### config.mk
export PLATFORM = sky130hd
export DESIGN_NAME = rename_status_table
export DESIGN_NICKNAME = d
export VERILOG_FILES = /design/src/rtl/rrs_pkg.sv /design/src/rtl/rrs_tag_table.sv /design/src/rtl/rrs_value_file.sv /design/src/rtl/rrs_src_lookup.sv /design/src/rtl/rename_status_table.sv
export SDC_FILE = /design/constraint.sdc
export NUM_CORES = 2
export LEC_CHECK = 0
export BUFFER_PORTS_ARGS = -buffer_cell sky130_fd_sc_hd__clkbuf_2
export CAP_MARGIN = 40
export CORE_MARGIN = 10
export CORE_UTILIZATION = 51
export DETAILED_ROUTE_END_ITERATION = 12
export GPL_ROUTABILITY_DRIVEN = 0
export GPL_TIMING_DRIVEN = 0
export PLACE_DENSITY = 0.74
export SLEW_MARGIN = 30
export SYNTH_ARGS = -nofsm -noshare
export SYNTH_HDL_FRONTEND = slang
export SYNTH_SLANG_ARGS = --single-unit
### constraint.sdc
create_clock -name clk -period 5.6 [get_ports clk]
set_clock_uncertainty 0.2 [all_clocks]
set_input_delay 1.12 -clock clk [delete_from_list [all_inputs] [get_ports clk]]
set_output_delay 1.12 -clock clk [all_outputs]
set_load 0.02 [all_outputs]
### src/rtl/rrs_pkg.sv
package rrs_pkg;

    localparam int DEF_REGS   = 32;
    localparam int DEF_DATA_W = 32;
    localparam int DEF_TAG_W  = 4;

    typedef enum logic {
        OPND_WAIT  = 1'b0,
        OPND_VALUE = 1'b1
    } opnd_kind_e;

    function automatic logic tag_hit(input logic valid, input int unsigned bus_t,
                                     input int unsigned held_t);
        return valid && (bus_t != 0) && (bus_t == held_t);
    endfunction

endpackage

### src/rtl/rrs_tag_table.sv
module rrs_tag_table
    import rrs_pkg::*;
#(
    parameter int NUM_REGS = DEF_REGS,
    parameter int TAG_W    = DEF_TAG_W,
    localparam int IDX_W   = $clog2(NUM_REGS)
) (
    input  logic                             clk,
    input  logic                             rst,
    input  logic                             iss_valid,
    input  logic [IDX_W-1:0]                 iss_dst,
    input  logic [TAG_W-1:0]                 iss_tag,
    input  logic                             bus_valid,
    input  logic [TAG_W-1:0]                 bus_tag,
    output logic [NUM_REGS-1:0][TAG_W-1:0]   tag_q,
    output logic [NUM_REGS-1:0]              bus_hit
);

    for (genvar i = 0; i < NUM_REGS; i++) begin : g_entry
        logic renamed;
        assign renamed    = iss_valid && (iss_dst == IDX_W'(i));
        assign bus_hit[i] = tag_hit(bus_valid, int'(bus_tag), int'(tag_q[i]));

        always_ff @(posedge clk) begin
            if (rst) begin
                tag_q[i] <= '0;
            end else if (renamed) begin
                tag_q[i] <= iss_tag;
            end else if (bus_hit[i]) begin
                tag_q[i] <= '0;
            end
        end
    end

endmodule

### src/rtl/rrs_value_file.sv
module rrs_value_file
    import rrs_pkg::*;
#(
    parameter int NUM_REGS = DEF_REGS,
    parameter int DATA_W   = DEF_DATA_W
) (
    input  logic                             clk,
    input  logic                             rst,
    input  logic [NUM_REGS-1:0]              wr_en,
    input  logic [DATA_W-1:0]                wr_data,
    output logic [NUM_REGS-1:0][DATA_W-1:0]  val_q
);

    for (genvar i = 0; i < NUM_REGS; i++) begin : g_reg
        always_ff @(posedge clk) begin
            if (rst) begin
                val_q[i] <= '0;
            end else if (wr_en[i]) begin
                val_q[i] <= wr_data;
            end
        end
    end

endmodule

### src/rtl/rrs_src_lookup.sv
module rrs_src_lookup
    import rrs_pkg::*;
#(
    parameter int NUM_REGS = DEF_REGS,
    parameter int DATA_W   = DEF_DATA_W,
    parameter int TAG_W    = DEF_TAG_W,
    localparam int IDX_W   = $clog2(NUM_REGS)
) (
    input  logic [IDX_W-1:0]                 src,
    input  logic [NUM_REGS-1:0][TAG_W-1:0]   tag_q,
    input  logic [NUM_REGS-1:0][DATA_W-1:0]  val_q,
    input  logic                             bus_valid,
    input  logic [TAG_W-1:0]                 bus_tag,
    input  logic [DATA_W-1:0]                bus_data,
    output logic                             ready,
    output logic [DATA_W-1:0]                value,
    output logic [TAG_W-1:0]                 tag
);

    logic [TAG_W-1:0] writer;
    opnd_kind_e       kind;

    always_comb begin
        writer = tag_q[src];
        kind   = OPND_VALUE;
        value  = val_q[src];
        tag    = '0;
        if (writer != '0) begin
            if (tag_hit(bus_valid, int'(bus_tag), int'(writer))) begin
                value = bus_data;
            end else begin
                kind  = OPND_WAIT;
                value = '0;
                tag   = writer;
            end
        end
        ready = (kind == OPND_VALUE);
    end

endmodule

### src/rtl/rename_status_table.sv
module rename_status_table
    import rrs_pkg::*;
#(
    parameter int NUM_REGS = DEF_REGS,
    parameter int DATA_W   = DEF_DATA_W,
    parameter int TAG_W    = DEF_TAG_W,
    localparam int IDX_W   = $clog2(NUM_REGS)
) (
    input  logic              clk,
    input  logic              rst,
    input  logic              iss_valid,
    input  logic [IDX_W-1:0]  iss_src_a,
    input  logic [IDX_W-1:0]  iss_src_b,
    input  logic [IDX_W-1:0]  iss_dst,
    input  logic [TAG_W-1:0]  iss_tag,
    input  logic              bus_valid,
    input  logic [TAG_W-1:0]  bus_tag,
    input  logic [DATA_W-1:0] bus_data,
    output logic              opa_ready,
    output logic [DATA_W-1:0] opa_value,
    output logic [TAG_W-1:0]  opa_tag,
    output logic              opb_ready,
    output logic [DATA_W-1:0] opb_value,
    output logic [TAG_W-1:0]  opb_tag
);

    logic [NUM_REGS-1:0][TAG_W-1:0]  tag_q;
    logic [NUM_REGS-1:0][DATA_W-1:0] val_q;
    logic [NUM_REGS-1:0]             bus_hit;

    rrs_tag_table #(.NUM_REGS(NUM_REGS), .TAG_W(TAG_W)) u_tags (
        .clk(clk), .rst(rst),
        .iss_valid(iss_valid), .iss_dst(iss_dst), .iss_tag(iss_tag),
        .bus_valid(bus_valid), .bus_tag(bus_tag),
        .tag_q(tag_q), .bus_hit(bus_hit)
    );

    rrs_value_file #(.NUM_REGS(NUM_REGS), .DATA_W(DATA_W)) u_vals (
        .clk(clk), .rst(rst),
        .wr_en(bus_hit), .wr_data(bus_data),
        .val_q(val_q)
    );

    rrs_src_lookup #(.NUM_REGS(NUM_REGS), .DATA_W(DATA_W), .TAG_W(TAG_W)) u_look_a (
        .src(iss_src_a), .tag_q(tag_q), .val_q(val_q),
        .bus_valid(bus_valid), .bus_tag(bus_tag), .bus_data(bus_data),
        .ready(opa_ready), .value(opa_value), .tag(opa_tag)
    );

    rrs_src_lookup #(.NUM_REGS(NUM_REGS), .DATA_W(DATA_W), .TAG_W(TAG_W)) u_look_b (
        .src(iss_src_b), .tag_q(tag_q), .val_q(val_q),
        .bus_valid(bus_valid), .bus_tag(bus_tag), .bus_data(bus_data),
        .ready(opb_ready), .value(opb_value), .tag(opb_tag)
    );

endmodule

Word-level counts from Yosys, hierarchy flattened
Index checks and enable logic that the tools add are counted.

cells by class
  $lt $le $gt $ge = 2
  equal/unequal tests = 65
  mux-type cells = 84
  reduce and logical (&&, ||, !) cells = 103

operators by type and width
  kind                                                        number
  binary-select mux 32 bit (select 5 bit)                     2
  2-to-1 mux 4 bit                                            70
  2-to-1 mux 32 bit                                           6
  == test 4 bit                                               34
  == test 5 bit, second input constant                        16
  logical AND 1 bit                                           67
  nonzero test 2 bit                                          32
  binary-select mux 4 bit (select 5 bit)                      2
  == test 5 x 4 -> 1 bit, second input constant               8
  == test 5 x 3 -> 1 bit, second input constant               4
  less-than comparator 5 x 6 -> 1 bit, second input constant  2
  nonzero test 4 bit                                          3
  == test 5 x 2 -> 1 bit, second input constant               2
  == test 5 x 1 -> 1 bit, second input constant               1
  logical NOT 5 bit                                           1
  2-to-1 mux 1 bit                                            4

word-level totals
  flip-flop bits (word level) = 1,152
  bits of input ports = 59
  output and inout port bits = 74
  logic and storage cells = 318

Logic depth before layout (Yosys ltp)
  depth in word-level cells = 6
  mapped depth = 11
  depth with buffers taken out = 7

Hierarchy
From an unflattened synthesis, not the netlist that was laid out.

unflattened totals
  cell total of the unflattened synthesis = 5,258
  area, all modules = 61,939.4 um^2

by module, submodules not included
  module          times used  cells each  area an instance (um^2)
  rrs_value_file  1           3,410       36,470.0
  rrs_src_lookup  2           629         9,698.1
  rrs_tag_table   1           590         6,073.3

Least setup slack after synthesis
OpenSTA, ideal clock, no wires.

  path kind = in2out
  from = input iss_src_b[0]
  to = output opb_value[24]
  arrival = 3.786 ns
  data required time = 4.280 ns
  slack = 0.494 ns
  cell stages on the path = 9
  path through = buf_6 buf_6 buf_2 buf_2 buf_1 mux4_2 mux4_2 mux2i_1 o2bb2ai_1

between the ends
  longest elaborated chain between the ends = 6
  elaborated cells between the ends (all ways) = 9

RTL lines
  element                                 RTL line                   RTL
  from (decl)                             rename_status_table.sv:13  input logic [IDX_W-1:0] iss_src_b,
  binary-select mux 4 bit (select 5 bit)  rrs_src_lookup.sv:24       writer = tag_q[src];
  2-to-1 mux 4 bit (not written as such)  rrs_src_lookup.sv:24
  == test 4 bit                           rrs_pkg.sv:14              return valid && (bus_t != 0) && (bus_t == held_t);
  logical AND 1 bit                       rrs_pkg.sv:14
  2-to-1 mux 32 bit                       rrs_src_lookup.sv:29       if (tag_hit(bus_valid, int'(bus_tag), int'(writer))) begin
  2-to-1 mux 32 bit *                     rrs_src_lookup.sv:28       if (writer != '0) begin
  to (decl)                               rename_status_table.sv:23  output logic [DATA_W-1:0] opb_value,

Every way passes the cells marked *; elsewhere a longest branch is shown, timed or not. The select of a mux whose other input is x is not followed.

Final worst setup path
  from = input iss_src_b[0]
  to = output opb_value[5]

The elaborated chain is that of the path after synthesis.

==> impl_metrics.yaml <==
cts:
  cts_tree: "done"
  insertion_delay_ps: 760
  htreeDepth: 3
  clock-sinks: 1152
  clockBufferDepth: 3
  clk_pin_slew_worst_paths_ps: 60
  hold_buffers: 0
  cts_buffers: 120
  root_buffer: "clkbuf_16"
worst_hold_path:
  hold_path.class: "flip-flop to flip-flop"
logic_synthesis:
  synth_cell_types: 33
  yosysWarnings: 0
  async_flop_share_pct: 0
  ys_top_cells_by_area: "dfxtp_1 38%, mux4_2 24%, mux2i_1 19%, nor2_1 6.6%, clkbuf_1 2.3%"
  avgSynthCellArea_sq_um: 11.3
  synth-main-ff-cell: "dfxtp_1"
  yosys.area.top_type_share_pct: 37.5
  synthesis.instances: 5448
  yosysTopAreaCell: "dfxtp_1"
  syn_nets: 5507
  synth-edff-count: 0
  syn_area_sq_mm: 0.0615
  synth_most_common_cell: "mux2i_1"
  ys_seq_area_share_pct: 37.5
  yosys-top-cells-count: "1,154 x mux2i_1, 1,152 x dfxtp_1, 1,074 x nor2_1"
  synth_seq_cells: 1152
timing:
  post-route-period-util_pct: 102
  rsz0062_at_grt: "yes"
  hold_violations: 0
  period_needed_ps: 5700
  setup_ws_ps: -95.4
  fmax_ghz: 0.176
  maxSlewHeadroom_pct: 32.5
  final-max-slew-violation-count: 0
  tightest_slew_ps: 1010
  hold_ws_ps: 313
  setup-violations-final: 21
grt:
  grtUsageTotal_pct: 34.2
  globalRouteOverflowTotal: 0
  grt_max_degree: 16
  antenna_found_initial: 13
  grt_pass1_wl_microns: 341000
  grt_pass1_vias: 50031
setup_path:
  arrival_ps: 4380
  crit_fanout: 10
  start_kind: "input port"
  worst_setup_path_end_kind: "output port"
  crit_required_ps: 4280
  worstSetupPathType: "input port to output port"
floorplanning:
  ioPinCount: 133
  die-width_microns: 367
  die_h_microns: 367
  fp-row-count: 127
  dieArea_sq_mm: 0.135
  core_sq_mm: 0.120
  initial_core_util_pct: 51.3
outcome:
  violations: "negative setup slack"
  outcome: "finished with violations"
placed_design:
  io_buffers: 91
  post_dp_cell_area_sq_mm: 0.0648
  post-place-ws_ps: -749
  dpl.hpwl_microns: 176000
power:
  peakVddDrop_v: 0.000251
  power_mw: 18.9
  power_density_mw_per_mm2: 271
  p_leak_nw: 31.6
finish:
  finish.net_count: 5816
  seqCellArea_sq_mm: 0.0231
  area_growth_pct: 13.1
  fill_cells: 9780
  drive_above_1_share_pct: 23.6
  final_area_sq_mm: 0.0695
  final_util_pct: 58.0
  multi_input_area_sq_mm: 0.0361
route:
  drtIter0Drc: 8919
  ant_nets: 0
  viasPerCell: 6.82
  route.vias.total: 51033
  route.detailed.drc: 0
  routed_wl_microns: 240000
  wire_per_inst_microns: 32.1
  dr.pass1.iters: 9
run:
  cap_viol_max_count: 0
[cell type report]
cell class,count,share of cell area [%]
Multi-Input combinational cell,3692,51.9
Sequential cell,1152,33.2
Clock buffer,182,5.18
Buffer,603,4.10
Tap cell,1612,2.90
Timing Repair Buffer,188,2.14
Clock inverter,38,0.615
Antenna cell,11,0.0396
[layout by cell type (no fill, tap or decap), types with 15 or more instances in the layout]
master / Yosys / layout
buf_1: 98 / 50
clkbuf_2: 0 / 154
a21oi_1: 140 / 140
o2bb2ai_2: 32 / 41
dfxtp_1: 1152 / 1152
mux2i_1: 1154 / 1153
buf_4: 3 / 60
a22oi_1: 32 / 28
nor2_1: 1074 / 1071
o2bb2ai_1: 32 / 20
nand3_1: 169 / 167
clkbuf_1: 371 / 316
xnor2_1: 70 / 70
mux4_2: 666 / 668
xor2_1: 64 / 64
nor3_1: 41 / 41
buf_6: 13 / 70
buf_2: 117 / 137
clkbuf_4: 0 / 15
clkbuf_8: 0 / 37
clkbuf_16: 0 / 122
nand2_1: 160 / 160
clkinv_2: 0 / 21
[logic make-up (layout without fill, tap and decap cells)]
logic type,Yosys count,count (layout),synth area share (%)
buffers and inverters,604,1011,4.16
DFF,1152,1152,37.5
xor gates and xnor gates,134,134,1.91
AOI/OAI and AO/OA,243,243,2.86
other,0,11,0
and+or+nand+nor,1477,1477,9.64
muxes,1838,1838,43.9
[critical path, stage by stage]
cell       delay, ps
buf_6            150
buf_6            200
buf_4            310
buf_2            420
buf_6            290
mux4_2           600
mux4_2           540
mux2i_1          410
o2bb2ai_2        110
clkbuf_2         170
[where the power goes]
part           internal, mW  switching [mW]  leakage (nW)
registers              8.30          0.0840          9.30
logic                 0.701            1.44          20.3
clock network          4.77            3.55          1.99
[per-stage QoR]
step | TNS (ps) | cells
final | -647 | 7478
after global routing | -29.5 | 7467
after CTS | -90.2 | 7449
after detailed placement | -33120 | 7223
after global placement | -74120 | 7151
after floorplan | 0 | 5448
[layer usage]
metal	GRT usage, %	vias to the layer above	share of wire (%)
li1	-	20439	-
met1	41.2	25124	34
met2	49.7	4361	42
met3	14.0	1095	16
met4	22.9	14	7.9
met5	0.605	-	0.12
[what timing repair did]
item,in CTS,in global routing
setup endpoints to repair,70,56
resized for setup,92,70
pin swaps,2,1
setup buffers,7,1
cloned,0,0
endpoints found under the hold margin,0,0
[path summary, 6_finish.rpt]
check / startpoint / endpoint / slack (ps) / depth (start not counted)
hold / removal: u_vals.val_q[980] / u_vals.val_q[980] / 310 / 2
setup / recovery: iss_src_b[0] / opb_value[5] / -100 / 10
hold reg to reg: u_vals.val_q[980] / u_vals.val_q[980] / 310 / 2
setup reg to reg: u_tags.tag_q[127] / u_vals.val_q[1019] / 2620 / 8
[state kept, by name (all words and copies together), names as in the netlist]
signal / cells
u_vals.val_q: 1024
u_tags.tag_q: 128
No activity file was read; power rests on OpenSTA's default activity.
